$ cat config.mk
export PLATFORM = sky130hd
export DESIGN_NAME = byte_chain_scrambler
export DESIGN_NICKNAME = d
export VERILOG_FILES = /design/src/rtl/scr_pkg.sv /design/src/rtl/scr_encode_core.sv /design/src/rtl/scr_decode_core.sv /design/src/rtl/scr_chain_state.sv /design/src/rtl/scr_out_stage.sv /design/src/rtl/byte_chain_scrambler.sv
export SDC_FILE = /design/constraint.sdc
export NUM_CORES = 1
export LEC_CHECK = 0
export ABC_AREA = 1
export BUFFER_PORTS_ARGS = -buffer_cell sky130_fd_sc_hd__buf_4
export CAP_MARGIN = 20
export CORE_ASPECT_RATIO = 1.4
export CORE_MARGIN = 1
export CORE_UTILIZATION = 60
export DETAILED_ROUTE_END_ITERATION = 16
export PLACE_DENSITY = 0.83
export SLEW_MARGIN = 20
export SYNTH_ARGS = -nofsm -noshare
export SYNTH_HDL_FRONTEND = slang
export SYNTH_SLANG_ARGS = --single-unit
$ cat constraint.sdc
create_clock -name clk -period 5.7 [get_ports clk]
set_input_delay 0.57 -clock clk [delete_from_list [all_inputs] [get_ports clk]]
set_output_delay 0.57 -clock clk [all_outputs]
set_load 0.01 [all_outputs]
$ cat src/rtl/scr_pkg.sv
package scr_pkg;
  localparam int unsigned BYTE_W = 8;
  typedef logic [BYTE_W-1:0] byte_t;

  typedef enum logic {
    DIR_ENCODE = 1'b0,
    DIR_DECODE = 1'b1
  } dir_e;

  // mixing constants of the inner (ciphertext-chain) stage
  localparam byte_t IN_XOR_0 = 8'h2b;
  localparam byte_t IN_SUB_0 = 8'h05;
  localparam byte_t IN_XOR_1 = 8'h35;
  localparam byte_t IN_SUB_1 = 8'h39;
  // mixing constants of the outer (plaintext-chain) stage
  localparam byte_t OUT_XOR_0 = 8'h5a;
  localparam byte_t OUT_SUB_0 = 8'hb0;
  localparam byte_t OUT_XOR_1 = 8'h38;
  localparam byte_t OUT_SUB_1 = 8'h45;

  localparam byte_t DEF_SEED_P = 8'h9b;
  localparam byte_t DEF_SEED_C = 8'h54;
endpackage

$ cat src/rtl/scr_encode_core.sv
module scr_encode_core
  import scr_pkg::*;
(
  input  byte_t plain_i,
  input  byte_t key_p_i,
  input  byte_t key_c_i,
  output byte_t cipher_o
);
  byte_t s0, s1, s2, s3, s4, s5, s6;

  always_comb begin
    // inner stage, mixed with the ciphertext chain
    s0 = plain_i ^ key_c_i ^ IN_XOR_0;
    s1 = s0 - IN_SUB_0;
    s2 = s1 ^ IN_XOR_1;
    s3 = s2 - IN_SUB_1;
    // outer stage, mixed with the plaintext chain
    s4 = s3 ^ key_p_i ^ OUT_XOR_0;
    s5 = s4 - OUT_SUB_0;
    s6 = s5 ^ OUT_XOR_1;
    cipher_o = s6 - OUT_SUB_1;
  end
endmodule

$ cat src/rtl/scr_decode_core.sv
module scr_decode_core
  import scr_pkg::*;
(
  input  byte_t cipher_i,
  input  byte_t key_p_i,
  input  byte_t key_c_i,
  output byte_t plain_o
);
  byte_t s0, s1, s2, s3, s4, s5, s6;

  always_comb begin
    // undo the outer stage
    s0 = cipher_i + OUT_SUB_1;
    s1 = s0 ^ OUT_XOR_1;
    s2 = s1 + OUT_SUB_0;
    s3 = s2 ^ OUT_XOR_0 ^ key_p_i;
    // undo the inner stage
    s4 = s3 + IN_SUB_1;
    s5 = s4 ^ IN_XOR_1;
    s6 = s5 + IN_SUB_0;
    plain_o = s6 ^ IN_XOR_0 ^ key_c_i;
  end
endmodule

$ cat src/rtl/scr_chain_state.sv
module scr_chain_state
  import scr_pkg::*;
#(
  parameter byte_t SEED_P = DEF_SEED_P,
  parameter byte_t SEED_C = DEF_SEED_C
) (
  input  logic  clk,
  input  logic  rst_n,
  input  logic  take_i,
  input  logic  sop_i,
  input  byte_t plain_i,
  input  byte_t cipher_i,
  output byte_t key_p_o,
  output byte_t key_c_o
);
  byte_t chain_p_q, chain_c_q;

  // a packet start overrides the chain with the seeds for that byte
  assign key_p_o = sop_i ? SEED_P : chain_p_q;
  assign key_c_o = sop_i ? SEED_C : chain_c_q;

  always_ff @(posedge clk) begin
    if (!rst_n) begin
      chain_p_q <= SEED_P;
      chain_c_q <= SEED_C;
    end else if (take_i) begin
      chain_p_q <= plain_i;
      chain_c_q <= cipher_i;
    end
  end
endmodule

$ cat src/rtl/scr_out_stage.sv
module scr_out_stage
  import scr_pkg::*;
(
  input  logic  clk,
  input  logic  rst_n,
  input  logic  load_i,
  input  byte_t data_i,
  input  logic  ready_i,
  output logic  space_o,
  output logic  valid_o,
  output byte_t data_o
);
  logic  valid_q;
  byte_t data_q;

  assign space_o = !valid_q || ready_i;
  assign valid_o = valid_q;
  assign data_o  = data_q;

  always_ff @(posedge clk) begin
    if (!rst_n) begin
      valid_q <= 1'b0;
      data_q  <= '0;
    end else if (load_i) begin
      valid_q <= 1'b1;
      data_q  <= data_i;
    end else if (ready_i) begin
      valid_q <= 1'b0;
    end
  end
endmodule

$ cat src/rtl/byte_chain_scrambler.sv
module byte_chain_scrambler
  import scr_pkg::*;
#(
  parameter logic [7:0] SEED_P = DEF_SEED_P,
  parameter logic [7:0] SEED_C = DEF_SEED_C
) (
  input  logic       clk,
  input  logic       rst_n,
  input  logic       mode,
  input  logic       in_valid,
  output logic       in_ready,
  input  logic       in_sop,
  input  logic [7:0] in_data,
  output logic       out_valid,
  input  logic       out_ready,
  output logic [7:0] out_data
);
  logic  take;
  logic  room;
  byte_t key_p, key_c;
  byte_t enc_out, dec_out;
  byte_t plain_b, cipher_b, result_b;
  dir_e  dir;

  assign dir      = dir_e'(mode);
  assign in_ready = room;
  assign take     = in_valid && room;

  scr_chain_state #(.SEED_P(SEED_P), .SEED_C(SEED_C)) u_chain (
    .clk      (clk),
    .rst_n    (rst_n),
    .take_i   (take),
    .sop_i    (in_sop),
    .plain_i  (plain_b),
    .cipher_i (cipher_b),
    .key_p_o  (key_p),
    .key_c_o  (key_c)
  );

  scr_encode_core u_enc (
    .plain_i  (in_data),
    .key_p_i  (key_p),
    .key_c_i  (key_c),
    .cipher_o (enc_out)
  );

  scr_decode_core u_dec (
    .cipher_i (in_data),
    .key_p_i  (key_p),
    .key_c_i  (key_c),
    .plain_o  (dec_out)
  );

  always_comb begin
    if (dir == DIR_DECODE) begin
      plain_b  = dec_out;
      cipher_b = in_data;
      result_b = dec_out;
    end else begin
      plain_b  = in_data;
      cipher_b = enc_out;
      result_b = enc_out;
    end
  end

  scr_out_stage u_out (
    .clk     (clk),
    .rst_n   (rst_n),
    .load_i  (take),
    .data_i  (result_b),
    .ready_i (out_ready),
    .space_o (room),
    .valid_o (out_valid),
    .data_o  (out_data)
  );
endmodule

## After elaboration in Yosys (flattened, before gate mapping)

Index checks and enable logic that the tools add are counted.

| word-level totals | value |
|---|---|
| memories | 0 |
| word-level logic and storage cells | 35 |
| bits in latches | 0 |
| input bits | 14 |
| ROM bits | 0 |
| flip-flop bits (word level) | 25 |
| bits in writable memories | 0 |

| cells by class | value |
|---|---|
| bitwise logic cells | 12 |
| add/subtract/negate cells | 8 |
| reduce and logical (&&, ||, !) cells | 4 |
| order comparisons | 0 |
| equal/unequal tests | 0 |
| mux-type cells | 7 |
| div/mod/pow operators | 0 |
| $mul | 0 |
| shift-type cells | 0 |

Operator list:

| cell | count |
|---|---|
| $mux W8 | 5 |
| $xor A8 B8 Y8 | 4 |
| $not A4 Y4 | 6 |
| $add A8 B3 Y8 const B | 1 |
| $add A8 B6 Y8 const B | 1 |
| $add A8 B7 Y8 const B | 1 |
| $add A8 B8 Y8 const B | 1 |
| $sub A8 B3 Y8 const B | 1 |
| $sub A8 B6 Y8 const B | 1 |
| $sub A8 B7 Y8 const B | 1 |
| $sub A8 B8 Y8 const B | 1 |
| $not A3 Y3 | 2 |
| $mux W1 | 2 |
| $reduce_bool A2 Y1 | 1 |
| $logic_and A1 B1 Y1 | 1 |
| $logic_not A1 Y1 | 1 |
| $logic_or A1 B1 Y1 | 1 |

## Longest topological paths before layout

| depth | value |
|---|---|
| depth after elaboration | 12 |
| depth in mapped cells | 25 |

## Modules after synthesis

Synthesis repeated with hierarchy kept, for this count alone.

| second synthesis, totals | value |
|---|---|
| cell total of the unflattened synthesis | 487 |
| area, all modules | 2,855.2 um^2 |

By module, submodules not included:

| module | cells each | seq. area each (um^2) | times used | area an instance (um^2) |
|---|---|---|---|---|
| scr_decode_core | 154 | 0.0 | 1 | 814.5 |
| scr_chain_state | 111 | 320.3 | 1 | 759.5 |
| scr_encode_core | 122 | 0.0 | 1 | 693.2 |
| scr_out_stage | 38 | 180.2 | 1 | 304.0 |
| byte_chain_scrambler | 62 | 0.0 | 1 | 284.0 |

## Worst setup path after synthesis

No wires, ideal clock.

| path | value |
|---|---|
| path type | input to register |
| start point | input in_data[0] |
| end point | register u_out.data_q[5], in the netlist u_out.data_o[5] |
| library setup time | 0.070 ns |
| path slack | 3.105 ns |
| data required time | 5.630 ns |
| buffers on the path | 0 |
| stages | 16 |
| arrival time | 2.526 ns |
| path through | ha_1 -> nor2_1 -> nor2_1 -> inv_1 -> nand2_1 -> inv_1 -> ha_1 -> xnor2_1 -> nand3b_1 -> nand2_1 -> or2_1 -> nand3_1 -> nand2_1 -> o21ai_1 -> inv_1 -> a21oi_1 |

| between the ends | value |
|---|---|
| cells in the longest elaborated chain, start to end | 11 |
| elaborated cells between the ends (all ways) | 21 |
| classes of those cells | 8 x add/sub; 1 x mux; 12 x bitwise |

Ends and longest elaborated chain:

| item | RTL line | source |
|---|---|---|
| from (decl) | byte_chain_scrambler.sv:13 | `input logic [7:0] in_data,` |
| $add A8 B7 Y8 or $xor A8 B8 Y8 (tied branches) | scr_decode_core.sv:13, scr_encode_core.sv:13 |  |
| $not A3 Y3 (no line) or $not A4 Y4 (tied branches) | - |  |
| $add A8 B8 Y8 or $sub A8 B3 Y8 (tied branches) | scr_decode_core.sv:15, scr_encode_core.sv:14 |  |
| $not A4 Y4 (no line) | - |  |
| $xor A8 B8 Y8 or $sub A8 B6 Y8 (tied branches) | scr_decode_core.sv:16, scr_encode_core.sv:16 |  |
| $add A8 B6 Y8 or $xor A8 B8 Y8 (tied branches) | scr_decode_core.sv:18, scr_encode_core.sv:18 |  |
| $not A4 Y4 (no line) | - |  |
| $add A8 B3 Y8 or $sub A8 B8 Y8 (tied branches) | scr_decode_core.sv:20, scr_encode_core.sv:19 |  |
| $not A4 Y4 (no line) or $not A3 Y3 (tied branches) | - |  |
| $xor A8 B8 Y8 or $sub A8 B7 Y8 (tied branches) | scr_decode_core.sv:21, scr_encode_core.sv:21 |  |
| $mux W8 (*) | byte_chain_scrambler.sv:55 | `if (dir == DIR_DECODE) begin` |
| to (signal assigned) | scr_out_stage.sv:26 | `data_q <= data_i;` |
| to (decl) | scr_out_stage.sv:14 | `byte_t data_q;` |

Every way passes the cells marked *; elsewhere a longest branch is shown, timed or not.
A chain may end at the register's enable or synchronous reset.

## Worst setup path after layout

Ends and elaborated chain as after synthesis.

==> impl_metrics.toml <==
[outcome]
status = "finished, final reports clean"

[placed_design]
post-dp-hpwl_mm = 5.47
port_buffers = 23
gp_congestion = 0.901

[clock_network]
cts_sinks = 25
cts_tree = "yes"
hold_buffers = 0
clk_path_buf_depth = 2
htreeDepth = 1
post_cts_buffers = 0
cts-resized-gates = 0
cts.reportedPaths.clkPinSlew_ps = 90
clock_latency_ps = 270
numCtsBuffers = 3
clock-root-buffer = "clkbuf_8"

[synthesis]
synth.yosys.warnings = 0
synth_xor_area_frac = 0.0670
seq_area_frac_synth = 0.183
synth.mux.area_fraction = 0
ys_async_sr_fraction = 0
synth_compound_area_frac = 0.130
syn_inst = 448
synth_edf_count = 0
syn_avg_cell_area_sq_um = 6.09
ys_ff_latch = 25
synth_top_family_by_area = "simple AND/OR/NAND/NOR gates"
ys.flop_type = "dfxtp_1"
synth_adder_area_share = 0.0275
syn_area_sq_mm = 0.00273
ys_types = 40
yosys.area_share.simple = 0.494
syn_nets = 468

[floorplanning]
fp-row-count = 28
num_io_pins = 24
core_area_sq_mm = 0.00431
die_w_microns = 59.0
dieArea_sq_mm = 0.00482
start_util = 0.633
die_h_microns = 81.8

[sta]
tightest_slew_ps = 839
finalHoldViolCount = 0
rsz0062_at_grt = "false"
finalCritPeriodShare = 0.509
finalSetupViolCount = 0
max_freq_mhz = 345
period_needed_ps = 2900
relSlewSlack = 0.440
finalMaxSlewViolations = 0
finalSetupTns_ps = 0
skew_ps = 2.25

[worst_hold_path]
hp-class = "flop to flop"

[grt]
grt_max_degree = 32
antenna_found_initial = 0
grt_overflow = 0
grt_pass1_vias = 2659
grt_pass1_wl_mm = 11.5
grt_use_total = 0.305

[power_and_ir_drop]
p_leak_nw = 1.57
ir_drop_mv = 0.211
pwr_density_cell_mw_per_mm2 = 233

[routing]
first_iter_violations = 169
drtAntennaViolNets = 0
viasPerCell = 5.49
wl_per_cell_microns = 12.9
drc = 0
num_vias = 2875
wirelength_mm = 6.75
dr.pass1.iters = 5

[cells_and_area]
drive_gt1_frac = 0.190
area_growth_pct = 8.12
final_nets = 485
nFillCells = 409
layout.cells.most_common_list = "nand2_1 (153), inv_1 (43), nand3_1 (38)"
ff_latch_area_sq_um = 500
diodes = 0
multi_input_area_sq_mm = 0.00196
layout_commonest_cell = "nand2_1"
fin_util = 0.684

[critical_path]
startpoint_type = "input pin"
end_kind = "flop"
critPathTopFamily = "simple AND/OR/NAND/NOR gates"
cp.required_ps = 5900
crit_chain = "buf_4, ha_1, nor2_1, nor2_1, inv_1, nand2_1, inv_1, ha_1, xnor2_1, nand3b_1, nand2_1, or2_1, nand3_1, nand2_1, o21ai_1, inv_1, a21oi_1"
critical_path_arrival_ps = 3100
critical-path-slowest-cell = "xnor2_1"
path_class = "input pin to flop"
critPathMaxStageDelay_ps = 350
path_buf_inv = 4
cp_max_fo = 7

[job]
maxCapViolations = 0
## routing by layer
metal  vias up  GRT usage  wire length (microns)
met1      1286      0.384                   2880
met3        14     0.0252                    383
met4         0      0.110                    133
li1       1468          -                      -
met5         -          0                      0
met2       107      0.538                   3360
## logic make-up (layout without fill, tap and decap cells)
kind of cell | count (synthesis) | after routing
AND/OR/NAND/NOR | 275 | 275
AO/OA/AOI/OAI | 64 | 64
flip-flops | 25 | 25
XOR/XNOR | 17 | 17
buffers and inverters | 61 | 77
adder cells (fa/ha/maj) | 6 | 6
## per-stage QoR
stage          instances  cell area (sq um)  power, mW  hold WS (ps)  setup slack, ps
2_1_floorplan        448               2730      0.497           441             3100
3_3_place_gp         520               2900      0.568           449             2570
3_5_place_dp         520               2900      0.579           453             2540
4_1_cts              524               2950      0.685           476             2820
5_1_grt              524               2950      0.739           495             2520
6_report             524               2950      0.686           478             2800
## synthesized netlist by cell type, types with 8 or more instances
master | n | share of area
nand3_2 | 12 | 0.044
dfxtp_1 | 25 | 0.18
xor2_1 | 13 | 0.042
nand2_4 | 8 | 0.033
nor2_1 | 27 | 0.037
o21ai_0 | 24 | 0.044
nand3_1 | 38 | 0.070
nand2_2 | 20 | 0.046
nand2_1 | 153 | 0.21
a21oi_1 | 25 | 0.046
inv_1 | 43 | 0.059
## layout make-up
class                   count  share of cell area
inverters                  50              0.0662
repair buffers             23              0.0585
multi-input cells         362               0.665
clock buffers               4              0.0153
flip-flops and latches     25               0.170
well taps                  60              0.0255
## report_power, final
group          total (mW)  switching, mW  internal, mW
logic               0.373          0.242         0.131
registers           0.206         0.0123         0.194
clock network       0.107         0.0569        0.0500
## worst min-delay path, stage by stage (launching register included)
cell and delay [ps]:
dfxtp_1 330, a21oi_1 60, nand2_1 60
## worst paths after layout
kind	start	endpoint	slack [ps]	cells after the start
setup / recovery	in_data[0]	u_out.data_o[5]$_SDFFE_PN0P_	2800	17
setup reg to reg	u_chain.chain_c_q[0]$_SDFFE_PN0P_	u_chain.chain_c_q[6]$_SDFFE_PN1P_	3180	22
hold reg to reg	u_chain.chain_p_q[7]$_SDFFE_PN1P_	u_chain.chain_p_q[7]$_SDFFE_PN1P_	480	2
hold / removal	u_chain.chain_p_q[7]$_SDFFE_PN1P_	u_chain.chain_p_q[7]$_SDFFE_PN1P_	480	2
## registers in the layout (all words and copies together), names as in the netlist
signal	flops
u_out.data_o	8
u_out.valid_o	1
u_chain.chain_c_q	8
u_chain.chain_p_q	8
No activity file was read; power rests on OpenSTA's default activity.
